==> src/rtl/i2c_bed_pkg.sv <==
package i2c_bed_pkg;
  // Decoded per-cycle bus events from the synchronized lines
  typedef struct packed {
    logic start;
    logic stop;
    logic scl_fall;
  } bus_evt_t;

  function automatic int unsigned cnt_width(input int unsigned n);
    return (n <= 2) ? 1 : $clog2(n);
  endfunction
endpackage

==> src/rtl/i2c_bed_sync.sv <==
module i2c_bed_sync #(
  parameter int unsigned WIDTH  = 2,
  parameter int unsigned STAGES = 2,
  parameter logic        RST_VAL = 1'b1
) (
  input  logic             clk,
  input  logic             rst_n,
  input  logic [WIDTH-1:0] d,
  output logic [WIDTH-1:0] q
);
  logic [WIDTH-1:0] stage [STAGES];

  generate
    for (genvar s = 0; s < STAGES; s++) begin : g_stage
      always_ff @(posedge clk or negedge rst_n) begin
        if (!rst_n) begin
          stage[s] <= {WIDTH{RST_VAL}};
        end else begin
          if (s == 0) stage[s] <= d;
          else        stage[s] <= stage[(s == 0) ? 0 : s - 1];
        end
      end
    end
  endgenerate

  assign q = stage[STAGES-1];
endmodule

==> src/rtl/i2c_bed_cond_det.sv <==
module i2c_bed_cond_det
  import i2c_bed_pkg::*;
(
  input  logic     clk,
  input  logic     rst_n,
  input  logic     scl_s,
  input  logic     sda_s,
  output bus_evt_t evt
);
  logic scl_q, sda_q;

  always_ff @(posedge clk or negedge rst_n) begin
    if (!rst_n) begin
      scl_q <= 1'b1;
      sda_q <= 1'b1;
    end else begin
      scl_q <= scl_s;
      sda_q <= sda_s;
    end
  end

  logic scl_held_high;
  assign scl_held_high = scl_s & scl_q;

  always_comb begin
    evt.start    = scl_held_high &  sda_q & ~sda_s;
    evt.stop     = scl_held_high & ~sda_q &  sda_s;
    evt.scl_fall = scl_q & ~scl_s;
  end
endmodule

==> src/rtl/i2c_bed_pulse_cnt.sv <==
module i2c_bed_pulse_cnt #(
  parameter int unsigned MOD   = 9,
  parameter int unsigned CNT_W = 4
) (
  input  logic             clk,
  input  logic             rst_n,
  input  logic             reload,
  input  logic             step,
  output logic [CNT_W-1:0] cnt,
  output logic             at_boundary
);
  localparam logic [CNT_W-1:0] LAST = CNT_W'(MOD - 1);

  always_ff @(posedge clk or negedge rst_n) begin
    if (!rst_n) begin
      cnt <= '0;
    end else if (reload) begin
      // START counts as -1 so that its own SCL fall lands on 0
      cnt <= LAST;
    end else if (step) begin
      cnt <= (cnt == LAST) ? '0 : cnt + 1'b1;
    end
  end

  assign at_boundary = (cnt == '0);
endmodule

==> src/rtl/i2c_bus_err_det.sv <==
module i2c_bus_err_det
  import i2c_bed_pkg::*;
#(
  parameter int unsigned SYNC_STAGES = 2,
  parameter int unsigned BYTE_PULSES = 9
) (
  input  logic clk,
  input  logic rst_n,
  input  logic scl_in,
  input  logic sda_in,
  input  logic is_master,
  input  logic is_addr_slave,
  input  logic in_addr_phase,
  input  logic err_irq_en,
  input  logic err_clr,
  output logic err_flag,
  output logic err_irq,
  output logic addr_restart
);
  localparam int unsigned CNT_W = cnt_width(BYTE_PULSES);

  logic [1:0]       lines_s;
  bus_evt_t         evt;
  logic [CNT_W-1:0] pulse_cnt;
  logic             on_boundary;
  logic             involved;
  logic             misplaced;
  logic             err_set;

  i2c_bed_sync #(
    .WIDTH  (2),
    .STAGES (SYNC_STAGES),
    .RST_VAL(1'b1)
  ) u_sync (
    .clk  (clk),
    .rst_n(rst_n),
    .d    ({scl_in, sda_in}),
    .q    (lines_s)
  );

  i2c_bed_cond_det u_cond (
    .clk  (clk),
    .rst_n(rst_n),
    .scl_s(lines_s[1]),
    .sda_s(lines_s[0]),
    .evt  (evt)
  );

  i2c_bed_pulse_cnt #(
    .MOD  (BYTE_PULSES),
    .CNT_W(CNT_W)
  ) u_cnt (
    .clk        (clk),
    .rst_n      (rst_n),
    .reload     (evt.start),
    .step       (evt.scl_fall),
    .cnt        (pulse_cnt),
    .at_boundary(on_boundary)
  );

  assign involved  = (is_master | is_addr_slave) & ~in_addr_phase;
  assign misplaced = (evt.start | evt.stop) & ~on_boundary;
  assign err_set   = misplaced & involved;

  always_ff @(posedge clk or negedge rst_n) begin
    if (!rst_n) begin
      err_flag     <= 1'b0;
      addr_restart <= 1'b0;
    end else begin
      if (err_set)      err_flag <= 1'b1;
      else if (err_clr) err_flag <= 1'b0;
      addr_restart <= evt.start & ~is_master;
    end
  end

  assign err_irq = err_flag & err_irq_en;
endmodule

==> config.mk <==
export PLATFORM = sky130hd
export DESIGN_NAME = i2c_bus_err_det
export DESIGN_NICKNAME = d
export VERILOG_FILES = /design/src/rtl/i2c_bed_pkg.sv /design/src/rtl/i2c_bed_sync.sv /design/src/rtl/i2c_bed_cond_det.sv /design/src/rtl/i2c_bed_pulse_cnt.sv /design/src/rtl/i2c_bus_err_det.sv
export SDC_FILE = /design/constraint.sdc
export NUM_CORES = 1
export LEC_CHECK = 0
export CAP_MARGIN = 20
export CELL_PAD_IN_SITES_DETAIL_PLACEMENT = 0
export CELL_PAD_IN_SITES_GLOBAL_PLACEMENT = 1
export CORE_MARGIN = 4
export CORE_UTILIZATION = 36
export DETAILED_ROUTE_END_ITERATION = 8
export PLACE_DENSITY = 0.71
export SLEW_MARGIN = 30
export SYNTH_ARGS = -nofsm -noshare
export SYNTH_HDL_FRONTEND = slang
export SYNTH_HIERARCHICAL = 1
export SYNTH_SLANG_ARGS = --single-unit
export TNS_END_PERCENT = 5
==> constraint.sdc <==
create_clock -name clk -period 1.9 [get_ports clk]
set_input_delay 0.475 -clock clk [delete_from_list [all_inputs] [get_ports clk]]
set_output_delay 0.475 -clock clk [all_outputs]
set_load 0.02 [all_outputs]
Word-level counts from Yosys, hierarchy flattened
Index checks and enable logic that the tools add are counted.
Widths: inputs -> output; s select.
Word-level totals
  register bits: 12
  input port bits: 9
  output and inout port bits: 3
  logic and storage cells: 36
Cells by class
  add/sub/neg operators: 1
  equality and inequality tests: 1
  mux-type cells: 5
  bitwise logic cells: 19
  reduce and logical (&&, ||, !) cells: 3
Operator list (number)
  $mux 4: 3
  $and 1x1->1: 11
  $not 1->1: 6
  $add 4x1->4 const B: 1
  $eq 4x4->1 const B: 1
  $logic_not 4->1: 1
  $reduce_bool 2->1: 2
  $mux 1: 2
  $or 1x1->1: 2

Depth between registers and ports, before layout
Gate-level depths: netlist of run 1.
  depth in word-level cells: 7
  mapped depth: 5
  mapped depth without buffers: 5

By module
The synthesis of run 1 kept the hierarchy.
By module, submodules not included
  i2c_bed_pulse_cnt: times used 1, cells an instance 24, area each 232.7 µm², sequential area each 100.1 µm²
  i2c_bed_sync: times used 1, cells an instance 6, area each 120.1 µm², sequential area each 105.1 µm²
  i2c_bus_err_det: times used 1, cells an instance 8, area each 92.6 µm², sequential area each 50.0 µm²
  i2c_bed_cond_det: times used 1, cells an instance 5, area each 78.8 µm², sequential area each 52.6 µm²

Worst setup path after synthesis of run 1
OpenSTA, ideal clock, no wires.
  path type: reg2reg
  start: register u_cond.scl_q
  end: register u_cnt.cnt[2]
  library setup time: 0.077 ns
  arrival time: 1.255 ns
  required time: 1.823 ns
  slack: 0.568 ns
  stages on the path, launching flop included: 5
  path buffers: 0
  period minus slack after synthesis: 1.332 ns
  cells stage by stage: dfstp_2 -> nor2b_1 -> nand2_1 -> a211o_1 -> a21oi_1
RTL lines
  start: declaration: line i2c_bed_cond_det.sv:10  | logic scl_q, sda_q;
  start signal: assignment: line i2c_bed_cond_det.sv:17  | scl_q <= scl_s;
  end signal: assignment: line i2c_bed_pulse_cnt.sv:21  | cnt <= (cnt == LAST) ? '0 : cnt + 1'b1;
  end: declaration: line i2c_bed_pulse_cnt.sv:9  | output logic [CNT_W-1:0] cnt,

Final worst setup path of run 1
  start: input err_irq_en
  end: output err_irq
Between the ends
  longest elaborated chain between the ends: 1
RTL lines
  start: declaration: line i2c_bus_err_det.sv:14  | input logic err_irq_en,
  $and 1x1->1: line i2c_bus_err_det.sv:76  | assign err_irq = err_flag & err_irq_en;
  end: declaration: line i2c_bus_err_det.sv:17  | output logic err_irq,
Every way passes these cells.

==> metrics.md, run 1 <==
| Metric | Value |
|---|---|
| Result of the run | `completed` |
| Area share of and/or/nand/nor cells after synthesis | `20.76%` |
| CTS tree | `built` |
| Count of warnings emitted by yosys | `6` |
| Initial core utilization | `39.31%` |
| Vias per std cell | `4.986` |
| Ratio of final minimum period to clock period | `97.79%` |
| Area share of the largest cell type after synthesis | `30.07%` |
| Synthesized netlist cell count | `43` |
| Unrepaired setup endpoints after global routing | `no` |
| Number of antenna violations at the first check in global routing | `0` |
| Endpoint class of the critical path | `output pin` |
| Setup-failing EPs final | `0` |
| Layout cells sized above 1 | `17.86%` |
| Number of hold-slack violations in the final timing report | `0` |
| Switching power | `194.9 uW` |
| Pleak | `0.0002956 uW` |
| DR vias | `354` |
| Total global routing overflow | `0` |
| Comb power frac | `23.9%` |
| DRC violation count after routing | `0` |
| Sequential share of the synthesized area | `58.71%` |
| Switching share of power | `29.28%` |
| Number of iterations in the first detailed-routing pass | `2` |
| Max stage delay cell, worst path | `sky130_fd_sc_hd__clkdlybuf4s50_1` |
| Complex-gate fraction of the synthesized area | `9.547%` |
| Total Routed Length | `936 um` |
| Area share of fa/ha/maj cells after synthesis | `4.773%` |
| Sequential share of power | `52.1%` |
| Slew at the pin closest to its max-slew limit | `0.5108 ns` |
| Xor/xnor share of the synthesized area | `0%` |
| Crit path max-delay family | `buffers and inverters` |
| Finished Layout Cells | `71` |
| Top-level I/O count | `12` |
| Largest net degree at the start of global routing | `13` |
| Post-detailed-placement half-perimeter wirelength | `692.8 um` |
| Critical path fanouts, max | `1` |
| Maximum capacitance violations | `0` |
| Share of power burned in the clock network | `24.0%` |
| Number of buffer cells added on primary ports | `11` |
| Path type of the worst setup path | `in2out` |
| RePlAce Congestion | `0.7221` |
| Floorplan row count | `13` |
| Post-Route Setup TNS | `0 ns` |
| Placed Cells incl. Taps | `67` |
| Overall global routing resource usage | `10.44%` |
| Max-Slew Margin vs Limit | `65.84%` |
| Count of state elements after synthesis | `12` |
| Cell count of the worst reg-to-reg path | `4` |
| CP Data Required Time | `1.42 ns` |
| Die outline width | `46.16 um` |
| Count of buffer and inverter cells on the critical path | `2` |
| Clk root buf | `sky130_fd_sc_hd__clkbuf_4` |
| Final routed wire length divided by cell count | `13.18 um` |
| Total CTS buffers | `3` |
| Clock insertion delay at the later pin of the skew report | `0.27 ns` |
| Maximum clock path buffer count | `2` |
| Worst Hold Depth | `0` |
| Upper clock frequency limit | `0.5382 GHz` |
| Pwr/cell area | `1003 nW/um^2` |
| Via count of the first global-routing pass | `370` |
| Worst slack after detailed placement | `-0.2384 ns` |
| Crit path largest cell delay | `0.46 ns` |
| H-tree Lvls | `1` |
| Internal power component | `470.6 uW` |
| Maximum vdd drop | `0.5803 mV` |
| Worst hold path class | `reg2reg` |
| Critical Path, Cell by Cell | `clkdlybuf4s50_1 > and2_1 > dlygate4sd2_1` |
| Largest family of logic cells by synthesized area | `simple AND/OR/NAND/NOR gates` |
| Number of antenna repair diodes | `0` |
| Number of antenna-violating nets in the routed design | `0` |
| Top cells by area, synth | `sky130_fd_sc_hd__dfstp_2, sky130_fd_sc_hd__dfrtp_1, sky130_fd_sc_hd__ha_1` |
| Hold bufs inserted after CTS | `0` |
| Arrival time worst endpoint | `1.38 ns` |
| Library cell with the largest summed area after synthesis | `sky130_fd_sc_hd__dfstp_2` |
| Final count of pins violating max slew | `0` |
| Total clock sinks | `12` |
| First-pass GRT wire length | `1518 um` |
| Layout Skew | `0.01140 ns` |
| Library cells used by synthesis | `21` |
| Post-layout util | `49.72%` |
| Final Critical Period | `1.858 ns` |
| Number of logic stages on the critical path including buffering | `3` |
| Final setup margin | `0.04199 ns` |
| Area of the mapped netlist | `524.3 sq um` |
| Worst Setup Start Kind | `input port` |
| Number of DRC markers in iteration 0 | `3` |
| Syn Area/Cell | `12.19 sq um` |
| Placeable core region | `1334 sq um` |
| Clk slew on worst S/H paths | `0.08 ns` |
| Number of nets at the end of the flow | `68` |
| Die area | `2131 sq um` |
| Die outline height | `46.16 um` |
| Post-synthesis mux area share | `1.909%` |
| Area added between synthesis and finish | `26.49%` |
| Post-Synthesis Net Count | `54` |
-- power by group through the flow --
| stage | combinational [uW] | sequential [uW] | clock [uW] |
|---|---|---|---|
| 6_report | 159 | 346 | 160 |
| 4_1_cts | 159 | 346 | 170 |
| 5_1_grt | 181 | 353 | 191 |
| 2_1_floorplan | 113 | 342 | 0 |
| 3_5_place_dp | 159 | 351 | 0 |
| 3_3_place_gp | 151 | 346 | 0 |
-- state kept, by name, summed over array words and instances (netlist names) --
signal	flops
err_flag	1
u_cond/sda_q	1
u_cond/scl_q	1
u_sync/q	2
u_sync/stage	2
u_cnt/cnt	4
addr_restart	1
-- logic make-up (layout without fill, tap and decap cells) --
family,after synthesis,after routing
compound gates,6,6
fa+ha+maj,2,2
buf+inv,4,17
flops,12,12
mux,1,1
simple gates,18,18
-- cells in the final DEF (no fill, tap or decap), types with 2 or more instances in the layout --
master | Yosys | routed
sky130_fd_sc_hd__clkdlybuf4s50_1 | 0 | 10
sky130_fd_sc_hd__dfrtp_1 | 6 | 6
sky130_fd_sc_hd__dfstp_2 | 6 | 6
sky130_fd_sc_hd__nor2b_1 | 4 | 4
sky130_fd_sc_hd__nor2_1 | 3 | 3
sky130_fd_sc_hd__clkbuf_4 | 0 | 3
sky130_fd_sc_hd__nand2b_1 | 2 | 2
sky130_fd_sc_hd__inv_1 | 2 | 2
sky130_fd_sc_hd__nand2_1 | 2 | 2
sky130_fd_sc_hd__a21oi_1 | 2 | 2
sky130_fd_sc_hd__ha_1 | 2 | 2
sky130_fd_sc_hd__and4b_1 | 2 | 2
-- final cells by class --
cell class | count | area (sq um)
fill | 129 | 670.6
timing repair buffer | 11 | 108.9
tap | 15 | 18.77
inverter | 2 | 7.507
multi-input combinational | 27 | 193.9
sequential | 12 | 307.8
clock buffer | 4 | 26.28
-- repair_timing --
item	4_1_cts	5_1_grt
buffers inserted	0	0
setup endpoints to repair	1	0
gates resized for setup	1	0
-- per-layer routing --
metal / share of wire [%] / global-route usage [%] / vias up
li1: - / - / 171
met4: 0 / 3.409 / 0
met1: 40 / 11.35 / 171
met2: 50 / 15.93 / 12
met5: 0 / 0 / -
met3: 9.4 / 7.422 / 0
-- path summary, 6_finish.rpt --
| kind | from | end | slack, ns |
|---|---|---|---|
| min in group asynchronous | rst_n | u_cnt/cnt[2]$_DFFE_PN0P_ | 0.54 |
| worst min-delay path | u_sync/stage[3]$_DFF_PN1_ | u_sync/q[1]$_DFF_PN1_ | 0.34 |
| worst max-delay path | err_irq_en | err_irq | 0.04 |
| worst min register to register | u_sync/stage[3]$_DFF_PN1_ | u_sync/q[1]$_DFF_PN1_ | 0.34 |
| worst max register to register | u_cond/scl_q$_DFF_PN1_ | u_cnt/cnt[2]$_DFFE_PN0P_ | 0.42 |
| max in group asynchronous | rst_n | u_sync/stage[2]$_DFF_PN1_ | 0.99 |
-- metrics by stage --
step / power, uW / area (sq um) / hold slack [ns]
2_1_floorplan: 454.7 / 524.3 / 0.1794
3_3_place_gp: 497.1 / 638.1 / 0.3488
3_5_place_dp: 509.7 / 638.1 / 0.3482
4_1_cts: 675.8 / 663.1 / 0.3413
5_1_grt: 724.8 / 663.1 / 0.3570
6_report: 665.4 / 663.1 / 0.3427
-- worst reg2reg max path, stage by stage (launching register included) --
cell	delay, ns
sky130_fd_sc_hd__dfstp_2	0.53
sky130_fd_sc_hd__nor2b_1	0.34
sky130_fd_sc_hd__nand2_1	0.13
sky130_fd_sc_hd__a211o_1	0.29
sky130_fd_sc_hd__a21oi_1	0.13
-- cells in the mapped netlist --
cell and number:
sky130_fd_sc_hd__dfrtp_1 6, sky130_fd_sc_hd__dfstp_2 6, sky130_fd_sc_hd__nor2b_1 4, sky130_fd_sc_hd__nor2_1 3, sky130_fd_sc_hd__a21oi_1 2, sky130_fd_sc_hd__and4b_1 2
sky130_fd_sc_hd__buf_4 2, sky130_fd_sc_hd__ha_1 2, sky130_fd_sc_hd__inv_1 2, sky130_fd_sc_hd__nand2_1 2, sky130_fd_sc_hd__nand2b_1 2, sky130_fd_sc_hd__a211o_1 1
sky130_fd_sc_hd__a221o_1 1, sky130_fd_sc_hd__and2_1 1, sky130_fd_sc_hd__and2b_1 1, sky130_fd_sc_hd__and3_1 1, sky130_fd_sc_hd__mux2i_1 1, sky130_fd_sc_hd__nand3_1 1
sky130_fd_sc_hd__nand3b_1 1, sky130_fd_sc_hd__o21ai_1 1, sky130_fd_sc_hd__o41ai_2 1
No activity file was read; power rests on OpenSTA's default activity.
==> run 2: changes to the inputs <==
--- a/config.mk
+++ b/config.mk
@@ -12,7 +12,7 @@
 export CORE_UTILIZATION = 36
 export DETAILED_ROUTE_END_ITERATION = 8
 export PLACE_DENSITY = 0.71
-export SLEW_MARGIN = 30
+export SLEW_MARGIN = 20
 export SYNTH_ARGS = -nofsm -noshare
 export SYNTH_HDL_FRONTEND = slang
 export SYNTH_HIERARCHICAL = 1
==> results of run 2 <==
No change in the layout: final DEF, timing and power equal those of run 1.
